`config.mk`:
```
export PLATFORM = sky130hd
export DESIGN_NAME = wps_unlock_seq
export DESIGN_NICKNAME = d
export VERILOG_FILES = /design/src/rtl/wps_pkg.sv /design/src/rtl/wps_key_match.sv /design/src/rtl/wps_seq_fsm.sv /design/src/rtl/wps_fwd_reg.sv /design/src/rtl/wps_unlock_seq.sv
export SDC_FILE = /design/constraint.sdc
export NUM_CORES = 1
export LEC_CHECK = 0
export ABC_AREA = 1
export BUFFER_PORTS_ARGS = -buffer_cell sky130_fd_sc_hd__buf_4
export CAP_MARGIN = 40
export CORE_MARGIN = 1
export CORE_UTILIZATION = 36
export CTS_CLUSTER_SIZE = 10
export DETAILED_ROUTE_END_ITERATION = 10
export PLACE_DENSITY = 0.75
export REMOVE_ABC_BUFFERS = 1
export SYNTH_ARGS = -nofsm -noshare
export SYNTH_HDL_FRONTEND = slang
export SYNTH_SLANG_ARGS = --single-unit
```
`constraint.sdc`:
```
create_clock -name clk -period 4.3 [get_ports clk]
set_clock_uncertainty 0.15 [all_clocks]
set_input_delay 0.43 -clock clk [delete_from_list [all_inputs] [get_ports clk]]
set_output_delay 0.43 -clock clk [all_outputs]
set_load 0.05 [all_outputs]
```
`src/rtl/wps_pkg.sv`:
```
package wps_pkg;
  typedef enum logic [2:0] {
    ST_LOCKED = 3'd0,
    ST_KEY1   = 3'd1,
    ST_KEY2   = 3'd2,
    ST_OPEN   = 3'd3,
    ST_BUSY   = 3'd4
  } wps_state_t;

  localparam int unsigned KEY_STEPS = 3;
endpackage

```
`src/rtl/wps_key_match.sv`:
```
module wps_key_match #(
  parameter int unsigned ADDR_W = 15,
  parameter int unsigned DATA_W = 8,
  parameter int unsigned STEPS  = 3,
  parameter logic [STEPS*ADDR_W-1:0] KEY_ADDRS = '0,
  parameter logic [STEPS*DATA_W-1:0] KEY_DATAS = '0
) (
  input  logic [ADDR_W-1:0] addr,
  input  logic [DATA_W-1:0] data,
  output logic [STEPS-1:0]  hit
);
  for (genvar i = 0; i < STEPS; i++) begin : g_step
    assign hit[i] = (addr == KEY_ADDRS[i*ADDR_W +: ADDR_W]) &&
                    (data == KEY_DATAS[i*DATA_W +: DATA_W]);
  end
endmodule

```
`src/rtl/wps_seq_fsm.sv`:
```
module wps_seq_fsm
  import wps_pkg::*;
(
  input  logic                 clk,
  input  logic                 rst,
  input  logic                 wr_stb,
  input  logic                 win_expired,
  input  logic                 prog_done,
  input  logic [KEY_STEPS-1:0] key_hit,
  output logic                 fwd,
  output logic                 unlocked
);
  wps_state_t state_q, state_n;
  logic       dirty_q;

  always_comb begin
    state_n = state_q;
    fwd     = 1'b0;
    if (state_q == ST_BUSY) begin
      if (prog_done) state_n = ST_LOCKED;
    end else if (win_expired) begin
      state_n = (state_q == ST_OPEN && dirty_q) ? ST_BUSY : ST_LOCKED;
    end else if (wr_stb) begin
      case (state_q)
        ST_LOCKED: if (key_hit[0]) state_n = ST_KEY1;
        ST_KEY1:   state_n = key_hit[1] ? ST_KEY2 : ST_LOCKED;
        ST_KEY2:   state_n = key_hit[2] ? ST_OPEN : ST_LOCKED;
        ST_OPEN:   fwd = 1'b1;
        default:   state_n = ST_LOCKED;
      endcase
    end
  end

  always_ff @(posedge clk) begin
    if (rst) begin
      state_q <= ST_LOCKED;
      dirty_q <= 1'b0;
    end else begin
      state_q <= state_n;
      dirty_q <= (state_n == ST_OPEN) ? (dirty_q | fwd) : 1'b0;
    end
  end

  assign unlocked = (state_q == ST_OPEN);

  // A timeout never leaves the block open.
  assert_timeout_closes_R6: assert property (@(posedge clk) disable iff (rst)
    win_expired |=> !unlocked);

  // Opening only follows a write that matched the last key.
  assert_open_after_key_R4: assert property (@(posedge clk) disable iff (rst)
    $rose(unlocked) |-> $past(wr_stb && key_hit[KEY_STEPS-1]));

  // Busy waits for the programming cycle to finish.
  assert_busy_holds_R8: assert property (@(posedge clk) disable iff (rst)
    (state_q == ST_BUSY && !prog_done) |=> (state_q == ST_BUSY));
endmodule

```
`src/rtl/wps_fwd_reg.sv`:
```
module wps_fwd_reg #(
  parameter int unsigned ADDR_W = 15,
  parameter int unsigned DATA_W = 8
) (
  input  logic              clk,
  input  logic              rst,
  input  logic              fwd,
  input  logic [ADDR_W-1:0] in_addr,
  input  logic [DATA_W-1:0] in_data,
  output logic              out_stb,
  output logic [ADDR_W-1:0] out_addr,
  output logic [DATA_W-1:0] out_data
);
  always_ff @(posedge clk) begin
    if (rst) out_stb <= 1'b0;
    else     out_stb <= fwd;
  end

  always_ff @(posedge clk) begin
    if (fwd) begin
      out_addr <= in_addr;
      out_data <= in_data;
    end
  end
endmodule

```
`src/rtl/wps_unlock_seq.sv`:
```
module wps_unlock_seq
  import wps_pkg::*;
#(
  parameter int unsigned ADDR_W = 15,
  parameter int unsigned DATA_W = 8,
  parameter logic [KEY_STEPS*ADDR_W-1:0] KEY_ADDRS = {15'h5555, 15'h2AAA, 15'h5555},
  parameter logic [KEY_STEPS*DATA_W-1:0] KEY_DATAS = {8'hA0, 8'h55, 8'hAA}
) (
  input  logic              clk,
  input  logic              rst,
  input  logic              wr_stb,
  input  logic [ADDR_W-1:0] wr_addr,
  input  logic [DATA_W-1:0] wr_data,
  input  logic              win_expired,
  input  logic              prog_done,
  output logic              gw_stb,
  output logic [ADDR_W-1:0] gw_addr,
  output logic [DATA_W-1:0] gw_data,
  output logic              unlocked
);
  logic [KEY_STEPS-1:0] key_hit;
  logic                 fwd;

  wps_key_match #(
    .ADDR_W(ADDR_W), .DATA_W(DATA_W), .STEPS(KEY_STEPS),
    .KEY_ADDRS(KEY_ADDRS), .KEY_DATAS(KEY_DATAS)
  ) u_match (
    .addr(wr_addr), .data(wr_data), .hit(key_hit)
  );

  wps_seq_fsm u_fsm (
    .clk(clk), .rst(rst), .wr_stb(wr_stb), .win_expired(win_expired),
    .prog_done(prog_done), .key_hit(key_hit), .fwd(fwd), .unlocked(unlocked)
  );

  wps_fwd_reg #(.ADDR_W(ADDR_W), .DATA_W(DATA_W)) u_fwd (
    .clk(clk), .rst(rst), .fwd(fwd), .in_addr(wr_addr), .in_data(wr_data),
    .out_stb(gw_stb), .out_addr(gw_addr), .out_data(gw_data)
  );

  // Nothing reaches the page engine unless the block was open, a write was
  // present and no timeout was competing with it.
  assert_no_fwd_when_closed_R3: assert property (@(posedge clk) disable iff (rst)
    gw_stb |-> $past(unlocked && wr_stb && !win_expired));

  // The forwarded payload is the one carried by the accepted write.
  assert_payload_matches_R7: assert property (@(posedge clk) disable iff (rst)
    gw_stb |-> (gw_addr == $past(wr_addr) && gw_data == $past(wr_data)));

  // An accepted write while open always leads to a pulse.
  assert_open_write_forwarded_R7: assert property (@(posedge clk) disable iff (rst)
    (unlocked && wr_stb && !win_expired) |=> gw_stb);
endmodule

```
Word-level counts from Yosys, hierarchy flattened --
Index checks and enable logic that the tools add are counted.
Word-level totals: register bits after elaboration 28, latch bits 0, RAM bits 0, bits in read-only memories 0, bits of input ports 28, output and inout port bits 25, word-level logic and storage cells 36, memories 0
Cells by class: add/sub/neg operators 0, multiply operators 0, divide/modulo/power cells 0, order comparisons 0, equal/unequal tests 10, shift operators 0, muxes and demuxes 13, bitwise logic cells 2, reductions and logical operators 6
Operators with widths (number):
- two-way mux 3 bit | 6
- == test 8 bit, second input constant | 2
- == test 15 x 14 -> 1 bit, second input constant | 1
- == test 15 bit, second input constant | 1
- case mux 3 bit (4 select lines) | 1
- == test 3 x 2 -> 1 bit, second input constant | 3
- == test 8 x 7 -> 1 bit, second input constant | 1
- logical AND 1 bit | 4
- two-way mux 1 bit | 4
- two-way mux 2 bit | 2
- == test 3 x 1 -> 1 bit, second input constant | 1
- == test 3 bit, second input constant | 1
- logical NOT 3 bit | 1
- OR reduction 2 bit | 1
- NOT 1 bit | 1
- OR 1 bit | 1

Depth between registers and ports, before layout --
Gate-level depths: netlist of run 1.
word-level depth 10, depth in mapped cells 12, mapped depth without buffers 12

By module --
A second synthesis of run 1 with hierarchy kept.
Unflattened totals: cell total of the unflattened synthesis 127, area total of the unflattened synthesis 1218.7 um2
By module, submodules not included:
- wps_fwd_reg | times used 1, cells an instance 26, area each 720.7 um2, seq. area each 710.7 um2
- wps_seq_fsm | times used 1, cells an instance 47, area each 266.5 um2, seq. area each 80.1 um2
- wps_key_match | times used 1, cells an instance 54, area each 231.5 um2, seq. area each 0.0 um2

Worst setup path after synthesis of run 1 --
No wires, ideal clock.
path type input-to-reg, start point in wr_stb, end point reg u_fwd.out_addr[0], enable pin, setup time 0.378 ns, arrival 1.192 ns, required time 3.772 ns, setup slack 2.581 ns, cell stages on the path 4, path buffers 0, cells stage by stage inv_1 -> nor2_1 -> nand2_1 -> inv_1
Between the ends: longest elaborated chain between the ends 3
RTL lines:
- start, declared | line wps_unlock_seq.sv:11 | input logic wr_stb,
- two-way mux 1 bit | line wps_seq_fsm.sv:23 | end else if (wr_stb) begin
- two-way mux 1 bit | line wps_seq_fsm.sv:21 | end else if (win_expired) begin
- two-way mux 1 bit | line wps_seq_fsm.sv:19 | if (state_q == ST_BUSY) begin
- net fwd | line wps_unlock_seq.sv:22 | logic fwd;
- end signal, assigned | line wps_fwd_reg.sv:21 | out_addr <= in_addr;
- end, declared | line wps_fwd_reg.sv:11 | output logic [ADDR_W-1:0] out_addr,
The timed path passes the listed nets, and every way through them passes these cells. A chain may end at the register's enable or synchronous reset.

Worst setup path after layout of run 1 --
start point reg u_fsm.state_q[1], end point reg u_fwd.out_addr[1], enable pin
Between the ends: longest elaborated chain between the ends 5, elaborated cells between the ends (all ways) 6, those cells by class 2 x eq/ne; 4 x mux
RTL lines:
- start, declared | line wps_seq_fsm.sv:13 | wps_state_t state_q, state_n;
- start signal, assigned | line wps_seq_fsm.sv:39 | state_q <= state_n;
- == test 3 x 2 -> 1 bit | line wps_seq_fsm.sv:24 | case (state_q)
- two-way mux 1 bit | line wps_seq_fsm.sv:24
- two-way mux 1 bit | line wps_seq_fsm.sv:23
- two-way mux 1 bit | line wps_seq_fsm.sv:21
- two-way mux 1 bit (*) | line wps_seq_fsm.sv:19
- net fwd | line wps_unlock_seq.sv:22
Mark *: on every way through the listed nets, which the timed path passes. The rest lies on a longest branch.

==> results of run 1 <==
-- cell usage in the layout (no fill, tap or decap) --
cell / instances
nor3_1: 1
or2_1: 1
edfxtp_1: 23
clkinv_1: 1
inv_1: 26
nor2_4: 1
a2111oi_2: 1
nand3_1: 5
a21oi_1: 1
nand2_1: 34
a211oi_1: 1
nand3_2: 2
nand3b_1: 1
nor2_2: 5
clkbuf_4: 3
nand2_2: 3
inv_2: 4
o211ai_2: 1
buf_4: 52
nor3_2: 1
dfxtp_1: 5
nor2_1: 25
-- area by class of cell --
cell class,count,share of cell area [%]
Clock buffer,3,1.269
Clock inverter,1,0.2116
Inverter,30,6.347
Multi-Input combinational cell,83,22.36
Sequential cell,28,44.57
Tap cell,46,3.244
Timing Repair Buffer,52,22.00
-- routing by layer --
layer / part of all wire [%] / global-route usage, %
met1: 41 / 15.00
met2: 50 / 24.92
met3: 8.2 / 3.934
met4: 0.99 / 6.667
met5: 0 / 0
-- registers in the layout, summed over array words and instances (netlist names) --
signal / cells
u_fsm.dirty_q: 1
u_fwd.out_data: 8
u_fsm.state_q: 3
u_fwd.out_stb: 1
u_fwd.out_addr: 15
-- how the worst max path moves through the flow --
stage / from / endpoint / slack (ps) / depth (start not counted)
finish: u_fsm.state_q[1] / u_fwd.out_addr[1] / 2280 / 4
global route: u_fsm.state_q[1] / u_fwd.out_data[3] / 2090 / 4
global placement: wr_stb / u_fwd.out_addr[11] / 2280 / 5
floorplan: wr_stb / u_fwd.out_addr[0] / 2580 / 4
detailed placement: wr_stb / u_fwd.out_addr[11] / 2240 / 5
CTS: u_fsm.state_q[1] / u_fwd.out_data[3] / 2260 / 4
-- metrics by stage --
step | setup WS, ps | instance area [um^2] | hold slack (ps) | total power, mW
floorplan | 2581 | 1300 | 346.9 | 0.3138
global placement | 2279 | 1748 | 464.8 | 0.3413
detailed placement | 2235 | 1748 | 464.1 | 0.3419
CTS | 2256 | 1774 | 101.7 | 0.4481
global route | 2092 | 1774 | 105.2 | 0.4626
finish | 2283 | 1774 | 102.2 | 0.4437
-- power by group --
group | total (mW) | internal (mW) | switching [mW]
Clock | 0.108 | 0.0341 | 0.0741
Sequential | 0.293 | 0.293 | 0.000450
Combinational | 0.0421 | 0.0223 | 0.0198
-- Yosys cell counts (2+ instances only) --
cell / instances
nand3_2: 2
edfxtp_1: 23
nand3_1: 5
inv_2: 4
dfxtp_1: 5
nor2_2: 5
nand2_2: 3
inv_1: 26
nor2_1: 25
nand2_1: 34
-- kinds of logic (layout without fill, tap and decap cells) --
| group | count (synthesis) | in the layout | share of synthesized area, % |
|---|---|---|---|
| compound gates | 4 | 4 | 3.079 |
| buf+inv | 30 | 86 | 8.662 |
| simple gates | 79 | 79 | 27.43 |
| flops | 28 | 28 | 60.83 |
==> summary.txt, run 1 <==
Run status
  • Status: finished, final reports clean

Logic synthesis
  • Ys async rst share: 0%
  • Post-synthesis instance area: 1300 um^2
  • Top post-synthesis cells by area: edfxtp_1 (53%), nand2_1 (9.8%), dfxtp_1 (7.7%), inv_1 (7.5%), nor2_1 (7.2%)
  • Synth top area share: between 50% and 60%
  • Synthesized area per cell: 9.220 um^2
  • Yosys top cell by area: edfxtp_1
  • EDFF count, synth: 23
  • Seq/Total Area, Yosys: about three fifths
  • Synth Flop Type: edfxtp_1
  • Post-Syn Instances: about 140
  • Distinct cells, synth: 19
  • Synthesis-stage register bit count: 28
  • Synth warnings: 0

Hold path
  • Hold Crit Start: prog_done
  • Hold Path Depth: 2
  • Hold EP: u_fsm.state_q[2]
  • Worst min-delay path class: in -> reg

Critical path
  • Crit path DAT: 1840 ps
  • Crit-path max FO: 23
  • Worst r2r src: u_fsm.state_q[1]
  • CP Cell Sequence: nand3_2 -> nor2_1 -> nand2_1 -> inv_1
  • R2R Path End: u_fwd.out_addr[1]
  • Worst setup EP type: register
  • CP max stage delay: 640 ps
  • R2r setup slk: 2280 ps
  • Cell family with most CP delay: buffers and inverters
  • Data required, critical path: 4120 ps
  • WP buf/inv: 1
  • Slowest cell on crit path: inv_1
  • Startpoint Class: register
  • Worst-case reg-to-reg path depth: 4
  • Critical path type: reg -> reg

Drt
  • Wire per inst: 9.934 um
  • DR vias/cell: between 4 and 5
  • Total vias in the final route: 1021
  • Routed wire length: between 2 and 2.5 mm
  • First-pass detailed-route iteration total: 4
  • ANT nets after route: 0
  • # DRC: 0
  • DRT iter0 DRCs: 27

Cells and area
  • Layout cell share with drive strength beyond 1: 37.06%
  • Finished Core Util: between 50% and 60%
  • Area occupied by multi-input gates: between 300 and 400 um^2
  • Final cell count without fillers: 243
  • N_diodes: 0
  • Final layout net count: 226
  • Seq. cell area: 790.8 um^2
  • Area growth syn-to-layout: 36.48%
  • Fill count: around 330

Timing
  • Setup TNS: 0 ps
  • RSZ-0062 raised after global routing: false
  • Tightest Pin Transition: 861.8 ps
  • Tcrit/Tclk final: 46.91%
  • F_max: 0.4957 GHz
  • Fin. Hold Viols: 0
  • Max transition margin: 42.48%
  • Pins Over Slew Limit: 0
  • Finish-stage setup viols: 0
  • Fin crit period: 2017 ps

Global routing
  • GRT Residual Overflow: 0
  • First-pass GRT wire length: 3.767 mm
  • Largest net degree at the start of global routing: 24
  • Initial antenna violation count: 0
  • Vias in the first global route: 916
  • All-layer global routing usage: 13.91%

Clock network
  • Clock root buffer: clkbuf_4
  • CTS tree: yes
  • Cells resized by post-CTS repair: 0
  • Clk Latency, worst-skew pair: 330 ps
  • H-tree Lvls: 1
  • Cts hold-fix bufs: 0
  • Clock slew at reported path FFs: 140 ps
  • Clock buffer depth: 2
  • Post-CTS setup buffer count: 0
  • CTS sink cnt: 28
  • CTS buffer count: 3

Die
  • Core Rows: 21
  • Chip width: around 62 um
  • Core Box Area: 3390 um^2
  • Die area: 3855 um^2
  • Initial core utilization: between 30% and 40%
  • I/O Pins: 53
  • Die Ht: between 60 and 70 um

Placed design
  • GPL Wtd Cong: 0.8642
  • # port buffers: 52
  • Placed cell count: 239
  • DP HPWL: just under 2 mm

Run
  • Max Cap Viol: 0

Power
  • Worst vdd ir: 0.0001131 V
  • Leak: 0.8306 nW
  • Pwr dens: 250.1 nW/um^2
(Power assumes the default switching activity.)
==> run 2, diff against run 1 <==
clock period = 2 ns   (was 4.3 ns; I/O delays follow)
==> summary.txt, run 2 (synthesis results as in run 1) <==
Die
  • Initial core utilization: 38.35% (unchanged)
  • Die area: 3855 um^2 (unchanged)
  • Core Box Area: 3390 um^2 (unchanged)
  • Chip width: 62.09 um (unchanged)
  • Core Rows: 21 (unchanged)
  • Die Ht: 62.09 um (unchanged)
  • I/O Pins: 53 (unchanged)

Critical path
  • Crit path DAT: 2000 ps (was 1840 ps)
  • Worst setup EP type: register (unchanged)
  • CP max stage delay: 580 ps (was 640 ps)
  • Slowest cell on crit path: dlygate4sd3_1 (was inv_1)
  • Critical path type: reg -> reg (unchanged)
  • CP Cell Sequence: or2_1 -> nor2_2 -> nor3_2 -> a211oi_1 -> dlygate4sd3_1 (was nand3_2 -> nor2_1 -> nand2_1 -> inv_1)
  • Data required, critical path: 2130 ps (was 4120 ps)
  • Startpoint Class: register (unchanged)
  • WP buf/inv: 1 (unchanged)
  • Crit-path max FO: 5 (was 23)
  • Cell family with most CP delay: buffers and inverters (unchanged)

Global routing
  • All-layer global routing usage: 15.09% (was 13.91%)
  • Initial antenna violation count: 0 (unchanged)
  • Vias in the first global route: 1058 (was 916)
  • GRT met3 Usage: 4.969% (was 3.934%)
  • Met2 Use GR: 28.27% (was 24.92%)
  • Most Crowded Layer GR: met2 (unchanged)
  • Largest net degree at the start of global routing: 19 (was 24)
  • GRT Residual Overflow: 0 (unchanged)
  • First-pass GRT wire length: 4.160 mm (was 3.767 mm)
  • Met1 Use GR: 16.18% (was 15.00%)

Timing
  • Pins Over Slew Limit: 0 (unchanged)
  • Tcrit/Tclk final: 93.28% (was 46.91%)
  • Tightest Pin Transition: 265.9 ps (was 861.8 ps)
  • Finish-stage setup viols: 0 (unchanged)
  • F_max: 0.5360 GHz (was 0.4957 GHz)
  • Fin. Hold Viols: 0 (unchanged)
  • Max transition margin: 82.25% (was 42.48%)
  • Setup TNS: 0 ps (unchanged)
  • Fin crit period: 1866 ps (was 2017 ps)
  • RSZ-0062 raised after global routing: false (unchanged)

Placed design
  • # port buffers: 52 (unchanged)
  • Placed cell count: 240 (was 239)
  • DP HPWL: 1.947 mm (was 1.924 mm)
  • GPL Wtd Cong: 0.8150 (was 0.8642)

Power
  • Worst vdd ir: 0.0004700 V (was 0.0001131 V)
  • Leak: 0.9627 nW (was 0.8306 nW)
  • Total power: 1.125 mW (was 443.7 uW)
  • Pwr dens: 540.6 nW/um^2 (was 250.1 nW/um^2)

Cells and area
  • Final layout net count: 253 (was 226)
  • Layout cell share with drive strength beyond 1: 33.48% (was 37.06%)
  • Area growth syn-to-layout: 60.06% (was 36.48%)
  • N_diodes: 0 (unchanged)
  • Largest Register: u_fwd.out_addr (unchanged)
  • Most frequent cells in the layout: buf_4 (52), nand2_1 (34), inv_1 (26), dlygate4sd3_1 (26), nor2_1 (25) (was buf_4 (52), nand2_1 (34), inv_1 (26))
  • Biggest regs: u_fwd.out_addr x15, u_fwd.out_data x8, u_fsm.state_q x3 (unchanged)
  • Final cell count without fillers: 270 (was 243)
  • Largest register FFs: 15 (unchanged)
  • Fill count: 294 (was 332)
  • Commonest non-fill, non-tap cell in the layout: buf_4 (unchanged)

Run status
  • Status: finished, final reports clean (unchanged)

Drt
  • DRT iter0 DRCs: 14 (was 27)
  • Routed wire length: 2.587 mm (was 2.414 mm)
  • # DRC: 0 (unchanged)
  • Wire per inst: 9.581 um (was 9.934 um)
  • DR vias/cell: 4.219 (was 4.202)
  • ANT nets after route: 0 (unchanged)
  • First-pass detailed-route iteration total: 2 (was 4)
  • Total vias in the final route: 1139 (was 1021)

Clock network
  • CTS buffer count: 3 (unchanged)
  • CTS sink cnt: 28 (unchanged)
  • Clock buffer depth: 2 (unchanged)
  • Clk Latency, worst-skew pair: 320 ps (was 330 ps)
  • Clock slew at reported path FFs: 140 ps (about the same)
  • CTS tree: yes (unchanged)
  • H-tree Lvls: 1 (unchanged)
  • Clock root buffer: clkbuf_4 (unchanged)
  • Cells resized by post-CTS repair: 0 (unchanged)

Hold path
  • Worst min-delay path class: in -> reg (unchanged)

Run
  • Max Cap Viol: 0 (unchanged)
## run 2: cell count changes in the layout (fill, tap and decap cells not counted), sizes merged
cell / before / now
bufinv: 0 / 1
dlygate4sd3: 0 / 26
clkinv: 1 / 0
buf: 52 / 53
## run 2: what timing repair did
item | in CTS | in global routing
setup buffers | 0 | 0
endpoints found under the hold margin | 26 | 0
hold buffers | 26 | 0
## run 2: path summary, 6_finish.rpt
path	start	to	slack (ps)	cells past startpoint
setup reg to reg	u_fsm.state_q[1]	u_fsm.state_q[2]	130	5
setup / recovery	u_fsm.state_q[1]	u_fsm.state_q[2]	130	5
hold / removal	win_expired	u_fsm.state_q[1]	10	4
hold reg to reg	u_fsm.state_q[1]	u_fsm.dirty_q	500	4
## run 2: cell type report
cell class	count	area [um^2]	share of cell area, %
inverter	30	112.6	5.412
multi-input combinational	83	396.6	19.06
sequential	28	790.8	38.00
clock buffer	3	22.52	1.082
tap	46	57.56	2.766
clock inverter	1	30.03	1.443
timing repair buffer	79	670.6	32.23
## run 2: metal layers
layer | routed length [um] | up-vias | share of wire [%]
li1 | - | 601 | -
met1 | 1097 | 502 | 42
met2 | 1313 | 34 | 51
met3 | 158 | 2 | 6.1
met4 | 17 | 0 | 0.66
met5 | 0 | - | 0
## run 2: worst register-to-register path, stage by stage, from the launching register on
cell and delay [ps]:
dfxtp_1 380, or2_1 270, nor2_2 180, nor3_2 80
a211oi_1 190, dlygate4sd3_1 580
## run 2: where the power goes
part	internal, mW	leakage [nW]	switching [mW]
clock	0.203	0.0279	0.161
sequential	0.630	0.247	0.000865
combinational	0.0796	0.688	0.0510
## run 2: metrics by stage
stage | instance area (um^2) | setup WS, ps | hold slack, ps | utilization (%)
floorplan | 1300 | 286.8 | 116.9 | -
global placement | 1768 | 368.2 | 235.0 | 52.16
detailed placement | 1768 | 322.6 | 236.9 | 52.16
CTS | 2081 | 168.4 | 1.960 | 61.39
global route | 2081 | 33.99 | 13.93 | 61.39
finish | 2081 | 134.4 | 10.46 | 61.39
==> run 3, diff against run 2 <==
CORE_ASPECT_RATIO = 1.1   (was default)
==> summary.txt, run 3 (synthesis results as in run 1) <==
Critical path
  • WP buf/inv: 1 (unchanged)
  • CP max stage delay: 570 ps (was 580 ps)
  • CP Cell Sequence: or2_1 -> nor2_2 -> nor3_2 -> a211oi_1 -> dlygate4sd3_1 (unchanged)
  • Startpoint Class: register (unchanged)
  • Data required, critical path: 2120 ps (was 2130 ps)
  • Critical path type: reg -> reg (unchanged)
  • Worst-case reg-to-reg path depth: 5 (unchanged)
  • Cell family with most CP delay: buffers and inverters (unchanged)
  • Crit path DAT: 1970 ps (was 2000 ps)
  • Slowest cell on crit path: dlygate4sd3_1 (unchanged)
  • R2r setup slk: 150 ps (was 130 ps)
  • Worst setup EP type: register (unchanged)
  • Crit-path max FO: 5 (unchanged)
  • WP depth: 5 (unchanged)

Cells and area
  • Area growth syn-to-layout: 59.86% (was 60.06%)
  • Layout cell share with drive strength beyond 1: 33.78% (was 33.48%)
  • Largest register FFs: 15 (unchanged)
  • N_diodes: 0 (unchanged)
  • Largest Register: u_fwd.out_addr (unchanged)
  • Biggest regs: u_fwd.out_addr x15, u_fwd.out_data x8, u_fsm.state_q x3 (unchanged)
  • Fill count: 285 (was 294)
  • Final layout net count: 254 (was 253)
  • Commonest non-fill, non-tap cell in the layout: buf_4 (unchanged)
  • Finished Core Util: 61.38% (was 61.39%)
  • Most frequent cells in the layout: buf_4 (54), nand2_1 (34), inv_1 (26), dlygate4sd3_1 (26), nor2_1 (25) (was buf_4 (52), nand2_1 (34), inv_1 (26), dlygate4sd3_1 (26), nor2_1 (25))

Drt
  • Wire per inst: 10.30 um (was 9.581 um)
  • ANT nets after route: 0 (unchanged)
  • Total vias in the final route: 1145 (was 1139)
  • DR vias/cell: 4.194 (was 4.219)
  • Routed wire length: 2.811 mm (was 2.587 mm)
  • DRT iter0 DRCs: 17 (was 14)
  • # DRC: 0 (unchanged)
  • First-pass detailed-route iteration total: 4 (was 2)

Global routing
  • GRT Residual Overflow: 0 (unchanged)
  • All-layer global routing usage: 14.83% (was 15.09%)
  • Vias in the first global route: 1053 (was 1058)
  • First-pass GRT wire length: 4.326 mm (was 4.160 mm)
  • Initial antenna violation count: 0 (unchanged)
  • Largest net degree at the start of global routing: 18 (was 19)

Timing
  • Setup TNS: 0 ps (unchanged)
  • F_max: 0.5400 GHz (was 0.5360 GHz)
  • Fin crit period: 1852 ps (was 1866 ps)
  • Tightest Pin Transition: 256.9 ps (was 265.9 ps)
  • Pins Over Slew Limit: 0 (unchanged)
  • Fin. Hold Viols: 0 (unchanged)
  • Max transition margin: 82.84% (was 82.25%)
  • Finish-stage setup viols: 0 (unchanged)
  • Tcrit/Tclk final: 92.59% (was 93.28%)
  • Setup WS post-layout: 148.2 ps (was 134.4 ps)
  • Final hold slack: 20.61 ps (was 10.46 ps)
  • RSZ-0062 raised after global routing: false (unchanged)

Power
  • Gate power share: 11.7% (was 11.6%)
  • Total power: 1.130 mW (was 1.125 mW)
  • Leak: 0.9655 nW (was 0.9627 nW)
  • Power Internal: 911.9 uW (was 912.0 uW)
  • Switching share of total power: 19.26% (was 18.93%)
  • Flop pwr share: 55.8% (was 56.1%)
  • Pwr dens: 543.5 nW/um^2 (was 540.6 nW/um^2)
  • Clock power frac: 32.5% (was 32.3%)
  • Psw: 217.6 uW (was 213.0 uW)
  • Worst vdd ir: 0.0002905 V (was 0.0004700 V)

Clock network
  • Clock slew at reported path FFs: 150 ps (was 140 ps)
  • Clk Latency, worst-skew pair: 320 ps (about the same)
  • CTS buffer count: 3 (unchanged)
  • H-tree Lvls: 1 (unchanged)
  • Clock buffer depth: 2 (unchanged)
  • Cells resized by post-CTS repair: 0 (unchanged)
  • CTS sink cnt: 28 (unchanged)
  • Clock root buffer: clkbuf_4 (unchanged)
  • CTS tree: yes (unchanged)

Die
  • Die area: 3856 um^2 (was 3855 um^2)
  • Core Rows: 22 (was 21)
  • Die Ht: 65.03 um (was 62.09 um)
  • Initial core utilization: 38.40% (was 38.35%)
  • Core Box Area: 3386 um^2 (was 3390 um^2)
  • Chip width: 59.30 um (was 62.09 um)
  • I/O Pins: 53 (unchanged)

Run status
  • Status: finished, final reports clean (unchanged)

Placed design
  • # port buffers: 52 (unchanged)
  • DP HPWL: 1.968 mm (was 1.947 mm)
  • GPL Wtd Cong: 0.8060 (was 0.8150)
  • Pre-CTS worst setup slack: 410.4 ps (was 322.6 ps)

Run
  • Max Cap Viol: 0 (unchanged)

Hold path
  • Worst min-delay path class: in -> reg (unchanged)
  • Hold Path Depth: 4 (unchanged)
run 3: cell count changes in the layout (fill, tap and decap cells not counted):
cell / previous run / this run
buf_12: 1 / 0
buf_4: 52 / 54
run 3: power by group through the flow:
| stage | clock network [mW] | registers (mW) | logic [mW] |
|---|---|---|---|
| 6_report | 0.367 | 0.631 | 0.132 |
| 2_1_floorplan | 0 | 0.644 | 0.0310 |
| 3_3_place_gp | 0 | 0.644 | 0.0917 |
| 4_1_cts | 0.375 | 0.631 | 0.132 |
| 5_1_grt | 0.402 | 0.631 | 0.144 |
| 3_5_place_dp | 0 | 0.644 | 0.0924 |
run 3: tightest hold or removal path: stages:
cell and delay [ps]:
buf_4 110, inv_1 50, nand2_1 70, nor2_2 30
run 3: path summary, 6_finish.rpt:
path                                  startpoint                to
worst min register to register  u_fsm.state_q[1]  u_fsm.state_q[1]
worst max register to register  u_fsm.state_q[1]  u_fsm.state_q[2]
worst max-delay path            u_fsm.state_q[1]  u_fsm.state_q[2]
worst min-delay path                 win_expired  u_fsm.state_q[1]
run 3: routing by layer:
layer	GRT usage (%)	part of all wire [%]	vias to the layer above
met5	0	0	-
met4	3.571	0.71	0
met3	2.395	4.7	2
met2	28.37	52	33
met1	16.50	42	505
li1	-	-	605
run 3: what timing repair did:
item / in CTS / in global routing
hold endpoints to repair: 26 / 0
hold buffers: 26 / 0
buffers inserted: 0 / 0
run 3: stage by stage:
step | instances | cell area [um^2]
final | 273 | 2078
after global placement | 243 | 1765
after detailed placement | 243 | 1765
after global routing | 273 | 2078
after floorplan | 141 | 1300
after CTS | 273 | 2078
run 3: area by class of cell:
type | instances | area, um^2 | share of cell area, %
Clock buffer | 3 | 22.52 | 1.084
Clock inverter | 1 | 30.03 | 1.445
Inverter | 30 | 112.6 | 5.418
Multi-Input combinational cell | 83 | 396.6 | 19.08
Sequential cell | 28 | 790.8 | 38.05
Tap cell | 48 | 60.06 | 2.890
Timing Repair Buffer | 80 | 665.6 | 32.03
